### src/rtl/pdm_clkgen_pkg.sv
package pdm_clkgen_pkg;
   // default field widths shared by the top and the bench-facing port list
   localparam int DEF_SEL_W  = 2;
   localparam int DEF_DIV_W  = 4;
   localparam int DEF_DLY_W  = 3;
   localparam int DEF_RATE_W = 7;
   // number of cascaded clock-enable prescalers ahead of the pin-clock shaper
   localparam int PRESCALE_STAGES = 2;
endpackage

### src/rtl/pdm_ce_div.sv
module pdm_ce_div #(
   parameter int W = 2
) (
   input  logic         clk,
   input  logic         rst_n,
   input  logic         run,
   input  logic         tick_i,
   input  logic [W-1:0] lim_i,
   output logic         tick_o
);
   logic [W-1:0] cnt;

   always_ff @(posedge clk) begin
      if (!rst_n || !run) begin
         cnt <= '0;
      end else if (tick_i) begin
         cnt <= (cnt == lim_i) ? '0 : cnt + W'(1);
      end
   end

   assign tick_o = run && tick_i && (cnt == lim_i);

   // the count never passes the programmed limit while running
   a_r1_cnt_bound: assert property (@(posedge clk) disable iff (!rst_n)
      run |-> (cnt <= lim_i));
endmodule

### src/rtl/pdm_clk_shaper.sv
module pdm_clk_shaper #(
   parameter int NW = 4,
   parameter int DW = 3
) (
   input  logic          clk,
   input  logic          rst_n,
   input  logic          run,
   input  logic          core_tick,
   input  logic          mclk_tick,
   input  logic [NW-1:0] n_i,
   input  logic [DW-1:0] d_i,
   input  logic          din,
   output logic          pdm_clk_o,
   output logic          rise_tick_o,
   output logic          smp_stb_o,
   output logic          smp_dat_o
);
   logic [NW-1:0] phase, nxt_phase;
   logic [NW:0]   half;
   logic          started, pdm_q, armed, stb_q, dat_q, wrap;
   logic [DW-1:0] dcnt;

   assign half      = ({1'b0, n_i} + (NW+1)'(2)) >> 1;
   assign wrap      = !started || (phase == n_i);
   assign nxt_phase = wrap ? '0 : phase + NW'(1);
   assign rise_tick_o = mclk_tick && wrap;

   always_ff @(posedge clk) begin
      if (!rst_n || !run) begin
         phase   <= '0;
         started <= 1'b0;
         pdm_q   <= 1'b0;
         armed   <= 1'b0;
         dcnt    <= '0;
         stb_q   <= 1'b0;
         dat_q   <= 1'b0;
      end else begin
         stb_q <= 1'b0;
         if (mclk_tick) begin
            phase   <= nxt_phase;
            started <= 1'b1;
            pdm_q   <= ({1'b0, nxt_phase} < half);
         end
         if (rise_tick_o) begin
            if (d_i == '0) begin
               stb_q <= 1'b1;
               dat_q <= din;
               armed <= 1'b0;
            end else begin
               armed <= 1'b1;
               dcnt  <= d_i;
            end
         end else if (core_tick && armed) begin
            dcnt <= dcnt - DW'(1);
            if (dcnt == DW'(1)) begin
               armed <= 1'b0;
               stb_q <= 1'b1;
               dat_q <= din;
            end
         end
      end
   end

   assign pdm_clk_o = pdm_q;
   assign smp_stb_o = stb_q;
   assign smp_dat_o = dat_q;

   // a sampler strobe never lasts two cycles
   a_r5_one_cycle_strobe: assert property (@(posedge clk) disable iff (!rst_n)
      stb_q |=> !stb_q);
   // the pin clock moves only on a master enable, or when stopping
   a_r4_edge_on_master: assert property (@(posedge clk) disable iff (!rst_n)
      !$stable(pdm_q) |-> ($past(mclk_tick) || !$past(run)));
   // the captured bit changes only together with a strobe, or when stopping
   a_r6_data_hold: assert property (@(posedge clk) disable iff (!rst_n)
      !$stable(dat_q) |-> (stb_q || !$past(run)));
endmodule

### src/rtl/pdm_dec_strobe.sv
module pdm_dec_strobe #(
   parameter int RW = 7
) (
   input  logic          clk,
   input  logic          rst_n,
   input  logic          run,
   input  logic          rise_tick,
   input  logic [RW-1:0] rate_i,
   output logic          pcm_stb_o
);
   logic [RW:0] cnt, lim;
   logic        pcm_q;

   assign lim = {rate_i, 1'b0} - (RW+1)'(1);

   always_ff @(posedge clk) begin
      if (!rst_n || !run) begin
         cnt   <= '0;
         pcm_q <= 1'b0;
      end else begin
         pcm_q <= 1'b0;
         if (rise_tick && (rate_i != '0)) begin
            if (cnt == lim) begin
               cnt   <= '0;
               pcm_q <= 1'b1;
            end else begin
               cnt <= cnt + (RW+1)'(1);
            end
         end
      end
   end

   assign pcm_stb_o = pcm_q;

   // a zero rate never yields a PCM strobe
   a_r7_zero_rate_silent: assert property (@(posedge clk) disable iff (!rst_n)
      (run && rate_i == '0) |=> !pcm_q);
   // the decimation count stays inside its window
   a_r7_cnt_bound: assert property (@(posedge clk) disable iff (!rst_n)
      (run && rate_i != '0) |-> (cnt <= lim));
endmodule

### src/rtl/pdm_clkgen.sv
module pdm_clkgen
   import pdm_clkgen_pkg::*;
#(
   parameter int SEL_W  = DEF_SEL_W,
   parameter int DIV_W  = DEF_DIV_W,
   parameter int DLY_W  = DEF_DLY_W,
   parameter int RATE_W = DEF_RATE_W
) (
   input  logic              clk,
   input  logic              rst_n,
   input  logic              en,
   input  logic [SEL_W-1:0]  core_div_sel,
   input  logic [SEL_W-1:0]  mclk_div_sel,
   input  logic [DIV_W-1:0]  out_div,
   input  logic [DLY_W-1:0]  smp_delay,
   input  logic [RATE_W-1:0] dec_rate,
   input  logic              pdm_din,
   output logic              pdm_clk_o,
   output logic              smp_stb_o,
   output logic              smp_dat_o,
   output logic              pcm_stb_o
);
   localparam int STAGES = PRESCALE_STAGES;

   if (SEL_W < 1 || SEL_W > 4) begin : g_bad_sel
      $error("SEL_W must be 1..4");
   end
   if (DIV_W < 1 || DLY_W < 1 || RATE_W < 1) begin : g_bad_width
      $error("divider, delay and rate widths must be at least 1");
   end
   if (STAGES != 2) begin : g_bad_stages
      $error("the shaper expects a core and a master enable");
   end

   // settings captured while stopped, frozen while running
   logic [STAGES-1:0][SEL_W-1:0] sel_q;
   logic [DIV_W-1:0]             n_q;
   logic [DLY_W-1:0]             d_q;
   logic [RATE_W-1:0]            rate_q;

   always_ff @(posedge clk) begin
      if (!rst_n) begin
         sel_q  <= '0;
         n_q    <= '0;
         d_q    <= '0;
         rate_q <= '0;
      end else if (!en) begin
         sel_q  <= {mclk_div_sel, core_div_sel};
         n_q    <= out_div;
         d_q    <= smp_delay;
         rate_q <= dec_rate;
      end
   end

   logic [STAGES:0] tick;
   assign tick[0] = 1'b1;

   for (genvar g = 0; g < STAGES; g++) begin : g_pre
      pdm_ce_div #(.W(SEL_W)) u_div (
         .clk    (clk),
         .rst_n  (rst_n),
         .run    (en),
         .tick_i (tick[g]),
         .lim_i  (sel_q[g]),
         .tick_o (tick[g+1])
      );
   end

   logic rise_tick;

   pdm_clk_shaper #(.NW(DIV_W), .DW(DLY_W)) u_shape (
      .clk         (clk),
      .rst_n       (rst_n),
      .run         (en),
      .core_tick   (tick[1]),
      .mclk_tick   (tick[STAGES]),
      .n_i         (n_q),
      .d_i         (d_q),
      .din         (pdm_din),
      .pdm_clk_o   (pdm_clk_o),
      .rise_tick_o (rise_tick),
      .smp_stb_o   (smp_stb_o),
      .smp_dat_o   (smp_dat_o)
   );

   pdm_dec_strobe #(.RW(RATE_W)) u_dec (
      .clk       (clk),
      .rst_n     (rst_n),
      .run       (en),
      .rise_tick (rise_tick),
      .rate_i    (rate_q),
      .pcm_stb_o (pcm_stb_o)
   );

   // settings do not move while running
   a_r8_cfg_frozen: assert property (@(posedge clk) disable iff (!rst_n)
      (en && $past(en)) |-> ($stable(sel_q) && $stable(n_q) && $stable(d_q) && $stable(rate_q)));
   // stopping clears every output on the next cycle
   a_r8_idle_low: assert property (@(posedge clk) disable iff (!rst_n)
      !en |=> (!pdm_clk_o && !smp_stb_o && !pcm_stb_o && !smp_dat_o));
   // a PCM strobe lands on a rising pin-clock edge
   a_r7_pcm_on_rise: assert property (@(posedge clk) disable iff (!rst_n)
      pcm_stb_o |-> (pdm_clk_o && !$past(pdm_clk_o)));
endmodule

### config.mk
export PLATFORM = sky130hd
export DESIGN_NAME = pdm_clkgen
export DESIGN_NICKNAME = d
export VERILOG_FILES = /design/src/rtl/pdm_clkgen_pkg.sv /design/src/rtl/pdm_ce_div.sv /design/src/rtl/pdm_clk_shaper.sv /design/src/rtl/pdm_dec_strobe.sv /design/src/rtl/pdm_clkgen.sv
export SDC_FILE = /design/constraint.sdc
export NUM_CORES = 1
export LEC_CHECK = 0
export BUFFER_PORTS_ARGS = -buffer_cell sky130_fd_sc_hd__buf_2
export CELL_PAD_IN_SITES_DETAIL_PLACEMENT = 2
export CELL_PAD_IN_SITES_GLOBAL_PLACEMENT = 2
export CORE_ASPECT_RATIO = 0.9
export CORE_UTILIZATION = 39
export CTS_CLUSTER_SIZE = 24
export DETAILED_ROUTE_END_ITERATION = 8
export PLACE_DENSITY_LB_ADDON = 0.1
export SYNTH_ARGS = -nofsm -noshare
export SYNTH_HDL_FRONTEND = slang
export SYNTH_SLANG_ARGS = --single-unit
### constraint.sdc
create_clock -name clk -period 6.25 [get_ports clk]
set_input_delay 1.5625 -clock clk [delete_from_list [all_inputs] [get_ports clk]]
set_output_delay 1.5625 -clock clk [all_outputs]
set_load 0.01 [all_outputs]
==> results of run 1 <==
-- cell type report --
cell class / count / area share
Tap cell: 70 / 0.0330
Clock inverter: 3 / 0.0165
Clock buffer: 5 / 0.0259
Inverter: 9 / 0.0127
Multi-Input combinational cell: 193 / 0.540
Timing Repair Buffer: 25 / 0.0471
Sequential cell: 43 / 0.324
-- metal layers --
layer,global-route usage,vias up
met5,0,-
met4,0.0763,0
met3,0.0347,9
met2,0.351,28
met1,0.268,956
li1,-,955
-- per-stage QoR --
step | util | setup slack, ns | cells | hold slack [ns]
finish | 0.458 | 2.73 | 348 | 0.463
global route | 0.458 | 2.56 | 348 | 0.490
CTS | 0.458 | 2.70 | 348 | 0.469
detailed placement | 0.439 | 2.39 | 340 | 0.456
global placement | 0.439 | 2.43 | 340 | 0.444
floorplan | - | 3.22 | 258 | 0.440
-- worst paths after layout --
path | end | start | slack, ns | cells after the start
max | u_dec.cnt[3] | en | 2.73 | 5
min reg2reg | u_shape.pdm_clk_o | u_shape.pdm_clk_o | 0.46 | 2
min | u_shape.pdm_clk_o | u_shape.pdm_clk_o | 0.46 | 2
max reg2reg | u_shape.pdm_clk_o | n_q[1] | 3.83 | 8
-- worst max-delay path, stage by stage --
cell and delay, ns:
buf_2 0.52, nand3_1 0.52, or3_4 0.54, or3_1 0.37, a211oi_2 0.21
-- flip-flops by register name, indices dropped and copies added (netlist names), 3 cells and up --
name and cells:
u_dec.cnt 8, d_q 3, u_shape.phase 4, sel_q 4, u_shape.dcnt 3, n_q 4
g_pre.u_div.cnt 4, rate_q 7
-- logic make-up (layout without fill, tap and decap cells) --
| kind of cell | after synthesis | after routing | synth area share |
|---|---|---|---|
| multiplexers | 21 | 21 | 0.0881 |
| AO/OA/AOI/OAI | 37 | 37 | 0.125 |
| flip-flops | 43 | 43 | 0.361 |
| AND/OR/NAND/NOR | 100 | 100 | 0.240 |
| buffers and inverters | 22 | 42 | 0.0383 |
| adder cells (fa/ha/maj) | 10 | 10 | 0.0524 |
| XOR/XNOR | 25 | 25 | 0.0949 |
-- power by group through the flow --
stage | logic [mW] | registers [mW] | clock network [mW]
2_1_floorplan | 0.0667 | 0.298 | 0
3_3_place_gp | 0.0870 | 0.301 | 0
3_5_place_dp | 0.0906 | 0.301 | 0
4_1_cts | 0.0922 | 0.295 | 0.230
5_1_grt | 0.101 | 0.297 | 0.241
6_report | 0.0906 | 0.295 | 0.224
-- placed cells by master, fill, tap and decap left out, types with 2 or more instances in the layout --
cell        n
and3_1      9
and4_1      2
o21a_1      3
o31ai_1     3
o2111ai_1   2
xor2_1      5
or3_1       2
mux2i_1    21
nor4b_1     2
buf_2      25
nor3_1     10
a211oi_2    2
xnor2_1    19
nand4_1     3
dfxtp_1    43
inv_1       9
a21boi_0    2
o22ai_1     2
nand2_1    14
and2_1      6
nand3_1    10
o2111a_1    2
nor4_1      5
o21ai_0     3
clkbuf_8    5
nor2b_1    21
ha_1       10
nor2_1      8
a21oi_1     8
o32ai_1     2
==> metrics.txt, run 1 <==
vias per cell=5.60; crit path launch type=primary input; Setup Viol. Count Final=0; MaxCap Viol Count=0; H-tree levels=2; Sw Share=0.278; clock slew at reported path FFs=0.09 ns; setup bufs post-CTS=0; Worst VDD drop=0.0000957 V; first-pass GRT wire length=10.6 mm; initial DRC count=60; DRC=5; unrepaired setup endpoints after global routing=no; combinational power share=0.149; Seq/Total Area, Yosys=0.361; Crit Path Max Fanout=27; ANT cells=0; Post-Route WL=6.16 mm; Yosys top cell by area=dfxtp_1; Commonest cells post-synth=dfxtp_1, mux2i_1, nor2b_1; gr usage total=0.208; Arrival @ worst endpoint=3.74 ns; WS Path Type=in -> reg; final hold violation count=0; Pleak=1.09 nW; prevailing post-synth register cell=dfxtp_1; Syn Std Cell Area=0.00239 sq mm; Hold/Removal Path Class=reg -> reg; outcome=finished with violations; Post-synth EDFFs=0; Hold Buf Count CTS=0; CTS tree=done; met2 wire length=2.97 mm; # fillers=644; setup TNS=0 ns; post-synthesis cell type count=49; io pins=26; Sink Count=43; TritonCTS Buffers=5; Die Ht=76.2 um; failing checks=DRC; Total Power=610 uW; Syn Inst Count=258; storage element area=861 sq um; Clock Power Share=0.368; Area growth syn-to-layout=11.2%; Die ar.=0.00644 sq mm; Max Clock Freq=0.284 GHz; Syn. warnings=0; Post-DP Area=0.00254 sq mm; crit end category=register; highest metal used=met4; syn_nets=290; row count=26; Power Density=230 mW/mm^2; clk_lat worst skew=0.31 ns; worst path required time=6.47 ns; worst clock skew=0.00978 ns; Avg Cell Area, Syn=9.25 sq um; # nets final=309; pin count of the biggest net entering global routing=28; Die X=84.5 um; sequential share of power=0.484; RD Place Congestion=0.780; post-CTS sizing=0; ys async rst share=0; Int Pwr=441 uW; met3 WL=196 um; clock tree buffer depth=2; placed wire-length estimate=4.51 mm; Antenna Violating Nets Remaining=0; top-count cell post-synth=dfxtp_1; fin area=0.00265 sq mm; Core ar.=0.00579 sq mm; root buf cell=clkbuf_8; ranking of synthesized cells by area=dfxtp_1, mux2i_1, xnor2_1, nor2b_1, ha_1; Wirelength per Cell=17.7 um; port bufs=25; layout cells sized above 1=0.147; Max-Slew Margin vs Limit=0.535; M1 wire length=2.89 mm; vias in the first global route=2,153; ratio of final minimum period to clock period=0.563; number of detailed-route iterations in the first pass=6; Max Slew Vio Count=0; initial antenna violation count=0; Switch Pwr=169 uW; GRT overflow=0; flops & latches, synth=43; Initial Utilization=0.412; Slew @ Worst Pin=0.696 ns; multi-input logic area=0.00143 sq mm; post-layout min period=3.52 ns; post-synth top area share=0.361; Vias=1,948
Power figures use the tool's default switching activity.
==> run 2: changes to the inputs <==
CORE_UTILIZATION = 33   (was 39)
clock period = 3.2 ns   (was 6.25 ns; I/O delays follow)
==> metrics.txt, run 2 (same netlist as run 1, synthesis figures left out) <==
TritonCTS Buffers=5 (unchanged); io pins=26 (unchanged); Worst R2R End=u_shape.pdm_clk_o (unchanged); Sw Share=0.280 (was 0.278); initial antenna violation count=0 (unchanged); number of detailed-route iterations in the first pass=4 (was 6); pin count of the biggest net entering global routing=27 (was 28); Sink Count=43 (unchanged); worst path required time=3.43 ns (was 6.47 ns); RD Place Congestion=0.759 (was 0.780); first-pass GRT wire length=10.2 mm (was 10.6 mm); vias in the first global route=2,058 (was 2,153); setup TNS=0 ns (unchanged); gr usage total=0.176 (was 0.208); Area growth syn-to-layout=12.3% (was 11.2%); R2R Setup Slk=0.71 ns (was 3.83 ns); crit path to=u_shape.pdm_clk_o (was u_dec.cnt[3]); Initial Utilization=0.339 (was 0.412); met3 WL=143 um (was 196 um); storage element area=861 sq um (unchanged); Largest Register=u_dec.cnt (unchanged); Hold Buf Count CTS=0 (unchanged); H-tree levels=2 (unchanged); crit path launch type=register (was primary input); highest metal used=met4 (unchanged); fin area=0.00268 sq mm (was 0.00265 sq mm); Power Density=414 mW/mm^2 (was 230 mW/mm^2); MaxCap Viol Count=0 (unchanged); max FFs per register=8 (unchanged); combinational power share=0.159 (was 0.149); DRC=0 (was 5); multi-input logic area=0.00143 sq mm (unchanged); Finished Layout Cells=373 (was 348); Slew @ Worst Pin=0.683 ns (was 0.696 ns); row count=29 (was 26); clock slew at reported path FFs=0.08 ns (was 0.09 ns); Setup Viol. Count Final=0 (unchanged); Int Pwr=799 uW (was 441 uW); clock tree buffer depth=2 (unchanged); Clock Power Share=0.322 (was 0.368); layout cells sized above 1=0.154 (was 0.147); post-CTS sizing=0 (unchanged); GRT overflow=0 (unchanged); unrepaired setup endpoints after global routing=no (unchanged); FF-to-FF path depth=8 (unchanged); Post-Route WL=6.07 mm (was 6.16 mm); Die ar.=0.00758 sq mm (was 0.00644 sq mm); Post-DP Area=0.00259 sq mm (was 0.00254 sq mm); Vias=1,934 (was 1,948); outcome=finished, final reports clean (was finished with violations); root buf cell=clkbuf_8 (unchanged); placed wire-length estimate=4.58 mm (was 4.51 mm); ANT cells=0 (unchanged); ratio of final minimum period to clock period=0.778; Die Ht=82.7 um (was 76.2 um); post-layout min period=2.49 ns; Pleak=1.09 nW (about the same); Wirelength per Cell=16.3 um (was 17.7 um); Max Slew Vio Count=0 (unchanged); Die X=91.6 um (was 84.5 um); final hold violation count=0 (unchanged); Hold/Removal Path Class=reg -> reg (unchanged); Switch Pwr=311 uW (was 169 uW); Arrival @ worst endpoint=2.72 ns (was 3.74 ns); Util after Layout=0.381 (was 0.458); Antenna Violating Nets Remaining=0 (unchanged); port bufs=25 (unchanged); Crit Path Max Fanout=14 (was 27); crit end category=register (unchanged); setup bufs post-CTS=0 (unchanged); placed insts=366 (was 340); sequential share of power=0.519 (was 0.484); biggest regs=u_dec.cnt x8, rate_q x7 (unchanged); clk_lat worst skew=0.30 ns (was 0.31 ns); WS Path Type=reg -> reg (was in -> reg); vias per cell=5.18 (was 5.60); crit path launch=u_shape.phase[2] (was en); met2 wire length=2.82 mm (was 2.97 mm); r2r startpoint=u_shape.phase[2] (was n_q[1]); Worst VDD drop=0.000172 V (was 0.0000957 V); CTS tree=done (unchanged); # nets final=312 (was 309); commonest non-fill, non-tap cell in the layout=dfxtp_1 (unchanged); worst clock skew=0.00787 ns (was 0.00978 ns); Core ar.=0.00704 sq mm (was 0.00579 sq mm); initial DRC count=30 (was 60); # fillers=807 (was 644); Max-Slew Margin vs Limit=0.544 (was 0.535); most frequent cells in the layout=dfxtp_1, buf_2, mux2i_1, nor2b_1, xnor2_1 (unchanged); Max Clock Freq=0.402 GHz; M1 wire length=3.04 mm (was 2.89 mm)
-- run 2: power groups by stage --
stage | sequential, mW | combinational, mW | clock [mW]
floorplan | 0.582 | 0.130 | 0
global placement | 0.589 | 0.174 | 0
detailed placement | 0.590 | 0.178 | 0
CTS | 0.577 | 0.179 | 0.374
global route | 0.580 | 0.199 | 0.393
finish | 0.576 | 0.176 | 0.358
-- run 2: worst max-delay path, cell delays in order, from the launching register on --
cell,delay (ns)
dfxtp_1,0.47
xnor2_2,0.13
a41oi_2,0.61
and2_1,0.28
ha_1,0.26
a21o_1,0.16
a21oi_1,0.19
nand4_1,0.13
a21oi_1,0.17
-- run 2: how the worst min path moves through the flow --
stage                            from                 to  slack [ns]  depth (start not counted)
CTS                 u_shape.pdm_clk_o  u_shape.pdm_clk_o        0.47                          2
global route        u_shape.pdm_clk_o  u_shape.pdm_clk_o        0.48                          2
detailed placement  u_shape.pdm_clk_o  u_shape.pdm_clk_o        0.46                          2
floorplan             u_shape.dcnt[1]    u_shape.dcnt[1]        0.44                          2
global placement    u_shape.smp_dat_o  u_shape.smp_dat_o        0.45                          2
finish              u_shape.pdm_clk_o  u_shape.pdm_clk_o        0.47                          2
-- run 2: per-stage QoR --
stage | hold WS, ns | power, mW | worst slack, ns
3_5_place_dp | 0.459 | 0.768 | 0.647
3_3_place_gp | 0.451 | 0.762 | 0.692
6_report | 0.468 | 1.11 | 0.712
2_1_floorplan | 0.440 | 0.713 | 0.928
5_1_grt | 0.485 | 1.17 | 0.520
4_1_cts | 0.473 | 1.13 | 0.685
-- run 2: metal layers --
metal,GRT usage,up-vias
li1,-,962
met1,0.231,944
met2,0.296,24
met3,0.0339,4
met4,0.0524,0
met5,0,-
-- run 2: final cells by class --
cell class / instances / share of cell area
Sequential cell: 43 / 0.321
Tap cell: 93 / 0.0434
Inverter: 9 / 0.0126
Clock buffer: 6 / 0.0308
Clock inverter: 1 / 0.00187
Timing Repair Buffer: 28 / 0.0551
Multi-Input combinational cell: 193 / 0.535
